### config.mk
export PLATFORM = sky130hd
export DESIGN_NAME = trig_pattern_serializer
export DESIGN_NICKNAME = d
export VERILOG_FILES = /design/src/rtl/trig_pattern_pkg.sv /design/src/rtl/trig_pattern_ctrl.sv /design/src/rtl/trig_pattern_datapath.sv /design/src/rtl/trig_pattern_serializer.sv
export SDC_FILE = /design/constraint.sdc
export NUM_CORES = 1
export LEC_CHECK = 0
export BUFFER_PORTS_ARGS = -buffer_cell sky130_fd_sc_hd__buf_4
export CELL_PAD_IN_SITES_DETAIL_PLACEMENT = 1
export CELL_PAD_IN_SITES_GLOBAL_PLACEMENT = 2
export CORE_MARGIN = 3
export CORE_UTILIZATION = 34
export CTS_CLUSTER_DIAMETER = 150
export DETAILED_ROUTE_END_ITERATION = 10
export GPL_ROUTABILITY_DRIVEN = 1
export PLACE_DENSITY_LB_ADDON = 0.1
export SYNTH_ARGS = -nofsm -noshare
export SYNTH_HDL_FRONTEND = slang
export SYNTH_SLANG_ARGS = --single-unit
export TNS_END_PERCENT = 10
### constraint.sdc
create_clock -name clk -period 5.25 [get_ports clk]
set_input_delay 1.05 -clock clk [delete_from_list [all_inputs] [get_ports clk]]
set_output_delay 1.05 -clock clk [all_outputs]
set_load 0.1 [all_outputs]
### src/rtl/trig_pattern_pkg.sv
package trig_pattern_pkg;
  typedef struct packed {
    logic load;   // copy masked flags into the shift register
    logic shift;  // advance shift register by one position
    logic clear;  // clear captured flags
  } trigStrobes_t;
endpackage

### src/rtl/trig_pattern_ctrl.sv
module trig_pattern_ctrl
  import trig_pattern_pkg::*;
#(
  parameter int NUM_CH   = 27,
  parameter int SHORT_CH = 18,
  localparam int CW      = $clog2(NUM_CH + 1)
) (
  input  logic         clk,
  input  logic         rstN,
  input  logic         shortMode,
  input  logic         lockStrobe,
  input  logic         shiftStep,
  output trigStrobes_t strobes,
  output logic [CW-1:0] bitsLeft
);
  localparam logic [CW-1:0] LONG_LEN  = CW'(NUM_CH);
  localparam logic [CW-1:0] SHORT_LEN = CW'(SHORT_CH);

  logic [CW-1:0] leftQ;
  logic          haveBits;

  assign haveBits = (leftQ != '0);

  always_comb begin
    strobes.load  = lockStrobe;
    strobes.clear = lockStrobe;
    strobes.shift = shiftStep && !lockStrobe && haveBits;
  end

  always_ff @(posedge clk) begin
    if (!rstN) begin
      leftQ <= '0;
    end else if (strobes.load) begin
      leftQ <= shortMode ? SHORT_LEN : LONG_LEN;
    end else if (strobes.shift) begin
      leftQ <= leftQ - 1'b1;
    end
  end

  assign bitsLeft = leftQ;
endmodule

### src/rtl/trig_pattern_datapath.sv
module trig_pattern_datapath
  import trig_pattern_pkg::*;
#(
  parameter int NUM_CH   = 27,
  parameter int SHORT_CH = 18
) (
  input  logic              clk,
  input  logic              rstN,
  input  logic              shortMode,
  input  logic [NUM_CH-1:0] authMask,
  input  logic [NUM_CH-1:0] hitIn,
  input  trigStrobes_t      strobes,
  output logic [NUM_CH-1:0] flagState,
  output logic [NUM_CH-1:0] shiftState,
  output logic              serialOut
);
  logic [NUM_CH-1:0] flagQ;
  logic [NUM_CH-1:0] shiftQ;
  logic [NUM_CH-1:0] keepMask;
  logic [NUM_CH-1:0] capture;

  // Position filter: in short mode the upper positions never load.
  for (genvar i = 0; i < NUM_CH; i++) begin : g_keep
    if (i < SHORT_CH) begin : g_low
      assign keepMask[i] = 1'b1;
    end else begin : g_high
      assign keepMask[i] = !shortMode;
    end
  end

  assign capture = flagQ & authMask & keepMask;

  // Per-channel sticky hit flags; a new hit wins over a same-cycle clear.
  always_ff @(posedge clk) begin
    if (!rstN) begin
      flagQ <= '0;
    end else begin
      flagQ <= (flagQ & ~{NUM_CH{strobes.clear}}) | (hitIn & authMask);
    end
  end

  always_ff @(posedge clk) begin
    if (!rstN) begin
      shiftQ <= '0;
    end else if (strobes.load) begin
      shiftQ <= capture;
    end else if (strobes.shift) begin
      shiftQ <= {1'b0, shiftQ[NUM_CH-1:1]};
    end
  end

  assign flagState  = flagQ;
  assign shiftState = shiftQ;
  assign serialOut  = shiftQ[0];
endmodule

### src/rtl/trig_pattern_serializer.sv
module trig_pattern_serializer
  import trig_pattern_pkg::*;
#(
  parameter int NUM_CH   = 27,
  parameter int SHORT_CH = 18,
  localparam int CW      = $clog2(NUM_CH + 1)
) (
  input  logic              clk,
  input  logic              rstN,
  input  logic              shortMode,
  input  logic [NUM_CH-1:0] authMask,
  input  logic [NUM_CH-1:0] hitIn,
  input  logic              lockStrobe,
  input  logic              shiftStep,
  output logic              serialOut
);
  trigStrobes_t      strobes;
  logic [CW-1:0]     bitsLeft;
  logic [NUM_CH-1:0] flagState;
  logic [NUM_CH-1:0] shiftState;

  trig_pattern_ctrl #(.NUM_CH(NUM_CH), .SHORT_CH(SHORT_CH)) u_ctrl (
    .clk        (clk),
    .rstN       (rstN),
    .shortMode  (shortMode),
    .lockStrobe (lockStrobe),
    .shiftStep  (shiftStep),
    .strobes    (strobes),
    .bitsLeft   (bitsLeft)
  );

  trig_pattern_datapath #(.NUM_CH(NUM_CH), .SHORT_CH(SHORT_CH)) u_dp (
    .clk        (clk),
    .rstN       (rstN),
    .shortMode  (shortMode),
    .authMask   (authMask),
    .hitIn      (hitIn),
    .strobes    (strobes),
    .flagState  (flagState),
    .shiftState (shiftState),
    .serialOut  (serialOut)
  );
endmodule

* Word level (Yosys, flattened, before mapping) *
Index checks and enable logic that the tools add are counted.
Widths: inputs -> output; s select.

storage, ports and cells
  flip-flop bits (word level) = 59
  bits in latches = 0
  memory bits (writable) = 0
  ROM bits = 0
  logic and storage cells = 21
  memories = 0

operators by class
  add/sub/neg operators = 1
  multipliers = 0
  div/mod/pow operators = 0
  $lt $le $gt $ge = 0
  equality and inequality tests = 0
  shift-type cells = 0
  multiplexer cells = 5
  bitwise logic cells = 6
  reductions and logical operators = 6

operators by type and width
  kind                 number
  $and 27x27->27       4
  $mux 27              2
  $not 27->27          1
  $or 27x27->27        1
  $mux 5               2
  $reduce_bool 5->1    1
  $sub 5x1->5 const B  1
  $mux 4               1
  $logic_and 1x1->1    2
  $logic_not 1->1      2
  $reduce_bool 2->1    1

* Longest topological paths before layout *
  depth after elaboration = 5
  depth in mapped cells = 7
  depth with buffers taken out = 5

* Hierarchy *
From an unflattened synthesis, not the netlist that was laid out.

unflattened totals
  cell total of the unflattened synthesis = 269
  area, all modules = 2631.3 sq um

modules (own cells, without submodules)
  module                 times used  cells each  area an instance (sq um)  sequential area each (sq um)
  trig_pattern_datapath  1           238         2347.3                    1081.0
  trig_pattern_ctrl      1           31          284.0                     100.1

* Worst setup path before layout *
No wires, ideal clock.

  kind = input to register
  start point = input rstN
  end point = register u_dp.flagQ[16] (netlist: u_dp.flagState[16])
  setup time = 0.128 ns
  arrival = 1.909 ns
  path slack = 3.213 ns
  cell stages on the path = 5
  path buffers = 3
  path through = clkbuf_1 > inv_1 > clkbuf_1 > buf_1 > nor2_1

RTL lines
  item                    line                          text
  start: declaration      trig_pattern_serializer.sv:9  input logic rstN,
  end signal: assignment  trig_pattern_datapath.sv:38   flagQ <= (flagQ & ~{NUM_CH{strobes.clear}}) | (hitIn & authMask);
  end: declaration        trig_pattern_datapath.sv:17   logic [NUM_CH-1:0] flagQ;

No word-level cell between the ends.

* Worst setup path after layout *
  start point = input lockStrobe
  end point = register u_ctrl.leftQ[0] (netlist: u_ctrl.bitsLeft[0])

between the ends
  longest elaborated chain between the ends = 4
  elaborated cells between the ends (all ways) = 5

RTL lines
  item                                line                           text
  start: declaration                  trig_pattern_serializer.sv:13  input logic lockStrobe,
  $logic_not 1->1                     trig_pattern_ctrl.sv:27        strobes.shift = shiftStep && !lockStrobe && haveBits;
  $logic_and 1x1->1 (2 in a row)      trig_pattern_ctrl.sv:27
  $reduce_bool 2->1 (no source line)  -
  end signal: assignment              trig_pattern_ctrl.sv:34        leftQ <= shortMode ? SHORT_LEN : LONG_LEN;
  end signal: assignment              trig_pattern_ctrl.sv:36        leftQ <= leftQ - 1'b1;
  end: declaration                    trig_pattern_ctrl.sv:19        logic [CW-1:0] leftQ;

Parallel ways exist; a longest one is shown, timed or not.
A chain may end at the register's enable or synchronous reset.

==> summary.md <==
The run finished with clean final reports. The type of element launching the critical path is a primary input. The pin count of the biggest net entering global routing was 85; the count of nets left with antenna violations after detail routing was 0. After clock tree synthesis, the clock-pin slew on the worst setup and hold paths is 0.06 ns. The minimum clock period after layout is 2.72 ns.

Counting the fill cells in the layout gives 895. With fillers left out, the area of the finished cells amounts to 3210 sq um. The synthesized-area fraction occupied by and/or/nand/nor cells is 19.3%.

The synthesized netlist devotes 0.479% of its cell area to adder and majority cells. For this run, the post-layout net count is 399. At the end of routability-driven placement, the weighted congestion stood at 0.667. Largest family of logic cells by synthesized area: compound AO/OA/AOI/OAI gates.

Global routing consumed, over all layers together, 15.5% of the routing resources. The floorplan step defined a die boundary enclosing 8770 sq um. The mapped netlist covers 2610 sq um. Of the total power, the share spent switching nets is 26.3%. The fraction of the mapped netlist area in compound gates is 29.0%, and the net count after synthesis is 356. The max-capacitance violation count was 0.

The finished layout holds 442 standard cells, fillers aside. The logs give 0 for the number of pins with negative max-slew slack in the final report and 50.0% for the portion of total power attributed to sequential cells. Power spread over the standard cell area amounts to 306 nW/um^2. The number of different library cells used by synthesis comes to 31. The final routed wire length divided by cell count is 14.3 um, and the clock latency on the worst-skew pair is 0.33 ns. After legalization and detailed placement, the total HPWL measured 3880 um.

For this run, the slowest stage of the critical path takes 0.70 ns. Signed area change from the synthesized netlist to the final layout: 23.0%. The via count of the first global-routing pass is 2391.

The worst setup path is captured at a register. The number of setup buffers added after CTS is 0. In the post-synthesis netlist, the biggest area contributors are sky130_fd_sc_hd__dfxtp_1 45%, sky130_fd_sc_hd__o311a_1 9.6%, sky130_fd_sc_hd__a21boi_0 7.8%.

Hold timing on the final database bottoms out at a slack of 0.501 ns. Design internal power: 0.725 mW. For the worst setup path, the data required time is 5.41 ns. The placed instances occupy a cell area of 3050 sq um.

The number of buffers inserted for hold repair after clock tree synthesis was 0; the maximum fanout along the worst path was 84. The logs give 296 for the cell count after synthesis and 3 for the H-tree level count. The commonest cells after synthesis are 59 x sky130_fd_sc_hd__dfxtp_1, 52 x sky130_fd_sc_hd__nor2_1, 27 x sky130_fd_sc_hd__a21boi_0, 27 x sky130_fd_sc_hd__a22oi_1, 25 x sky130_fd_sc_hd__o311a_1.

Among all cell types in the netlist, the one instantiated most often is sky130_fd_sc_hd__dfxtp_1. The run gives 427 as the number of cells after detailed placement. Path type of the worst setup path: primary input to register.

The worst min-delay path class was register to register. The post-synthesis sequential element count was 59. Slowest stage cell on the critical path: sky130_fd_sc_hd__inv_1. The final routed wirelength across all metal layers was 6310 um; the parity-gate share of the synthesized area counting xor and xnor cells was 0.335%.

The initialized floorplan defines 31 standard-cell rows. Post-CTS repair changed the size of 0 cells. At the pin with the least slew margin, the transition time is 1.08 ns. The share of the synthesized area in the top cell type came out at 45.2%. The portion of the post-synthesis area used by sequential elements was 45.2%; the worst voltage drop across the vdd grid was 158 uV. The tree is rooted in a sky130_fd_sc_hd__clkbuf_8.

The multiplexer share of the synthesized area works out to 0%. For this run, asynchronously set or reset flops after synthesis account for 0%. Of the cells placed in the final design, the portion with a size suffix greater than 1 is 21.6%. In the final timing run, aggregate negative setup slack is 0 ns. The number of diodes added for antenna fixing was 0.

Wire length of the first global-routing pass: 10900 um. Across the routed clock network, the largest skew measured is 0.00653 ns. The leading register cell type out of synthesis is sky130_fd_sc_hd__dfxtp_1.

Data arrives at the worst endpoint at 2.88 ns. TritonCTS built the clock tree. Setup violations remaining at the end of the flow were counted as 0.

A synthesized cell averages 8.82 sq um. CTS saw 59 sinks. The signal on the critical path passes through buf_4 -> inv_1 -> o21ai_0 -> a211oi_1.

Summing over every cut layer, the via total after detailed routing is 2335. In this run the vertical extent of the chip is 93.6 um. Yosys printed 0 warnings. Setup repair after global routing left no endpoint under its margin.

TritonCTS created 9 clock buffers. In this run, synthesis inferred 0 flip-flops with an integrated enable. The biggest area contributor in the post-synthesis netlist is sky130_fd_sc_hd__dfxtp_1. Once the floorplan was initialized, standard cells occupied 35.4% of the core.

For this run, the top clock speed supported by timing is 368 MHz. The power share of the combinational group is 15.0%, and the residual DRC count is 0. Leakage power: 1.34 nW.

The longest clock path from root to sink contains 2 buffers. Dividing the detail-routed via count by the number of cells gives 5.28. Measured along the x axis, the die boundary spans 93.6 um. The final cycle utilization of the critical path is 51.8%, and the I/O pin count is 60.

The count of buffers added on input and output ports is 59. The initial antenna violation count is 0. The core region is 7370 sq um. Global-route congestion overflow total: 0.

The clock share of power was 35.0%. Count of final hold-check violations: 0. The first detailed-routing pass ran for 5 iterations. The worst pin sits at a relative slew slack of 27.8%. The number of DRC markers in iteration 0 is 93. The run gives 0.259 mW as the total net switching power.
cell usage in the layout (no fill, tap or decap), types with 3 or more instances in the layout:
cell type / instances
sky130_fd_sc_hd__a211oi_1: 4
sky130_fd_sc_hd__a21boi_0: 27
sky130_fd_sc_hd__a22oi_1: 27
sky130_fd_sc_hd__buf_4: 59
sky130_fd_sc_hd__clkbuf_8: 10
sky130_fd_sc_hd__clkinv_2: 3
sky130_fd_sc_hd__dfxtp_1: 59
sky130_fd_sc_hd__inv_1: 6
sky130_fd_sc_hd__nand2_1: 19
sky130_fd_sc_hd__nand3_1: 24
sky130_fd_sc_hd__nand3b_1: 6
sky130_fd_sc_hd__nor2_1: 52
sky130_fd_sc_hd__o311a_1: 25
power by group through the flow:
stage                     Clock (mW)  Sequential, mW  Combinational [mW]
final                          0.344           0.492               0.147
after global routing           0.378           0.496               0.168
after CTS                      0.358           0.492               0.151
after detailed placement           0           0.502               0.150
after global placement             0           0.501               0.148
after floorplan                    0           0.502              0.0946
critical path: cells and delay by family:
kind	cells	cell delay (ns)
buf+inv	2	1.28
compound gates	2	0.53
final timing paths:
check | endpoint | depth (start not counted) | start | slack [ns]
max | u_ctrl.bitsLeft[0] | 4 | lockStrobe | 2.53
min reg2reg | u_dp.shiftState[26] | 2 | u_dp.flagState[26] | 0.50
min | u_dp.shiftState[26] | 2 | u_dp.flagState[26] | 0.50
max reg2reg | u_dp.shiftState[5] | 5 | u_ctrl.bitsLeft[0] | 2.82
cell type report:
cell class,count,area (sq um),share of cell area [%]
clock buffers,12,145,4.52
well taps,99,124,3.86
flip-flops and latches,59,1180,36.8
repair buffers,59,443,13.8
inverters,6,22.5,0.701
clock inverters,3,15.0,0.467
multi-input cells,204,1280,39.9
per-layer routing:
layer	wire length, um	share of wire (%)	global-route usage (%)
met1	2970	47	18.9
met2	2920	46	25.8
met3	352	5.6	5.15
met4	62	0.98	4.57
met5	0	0	0
state kept, by name (all words and copies together), names as in the netlist:
register / count
u_ctrl.bitsLeft: 5
u_dp.shiftState: 27
u_dp.flagState: 27
through the flow:
step | utilization [%] | setup WS (ns) | power (mW)
2_1_floorplan | - | 3.21 | 0.597
3_3_place_gp | 41.4 | 2.16 | 0.649
3_5_place_dp | 41.4 | 2.12 | 0.653
4_1_cts | 43.6 | 2.47 | 1.00
5_1_grt | 43.6 | 2.26 | 1.04
6_report | 43.6 | 2.53 | 0.984
cell families after synthesis:
family          after synthesis
fa+ha+maj                     1
simple gates                110
flops                        59
compound gates               92
buf+inv                      33
xor+xnor                      1
Note: power is estimated with default switching activity, not from simulation.
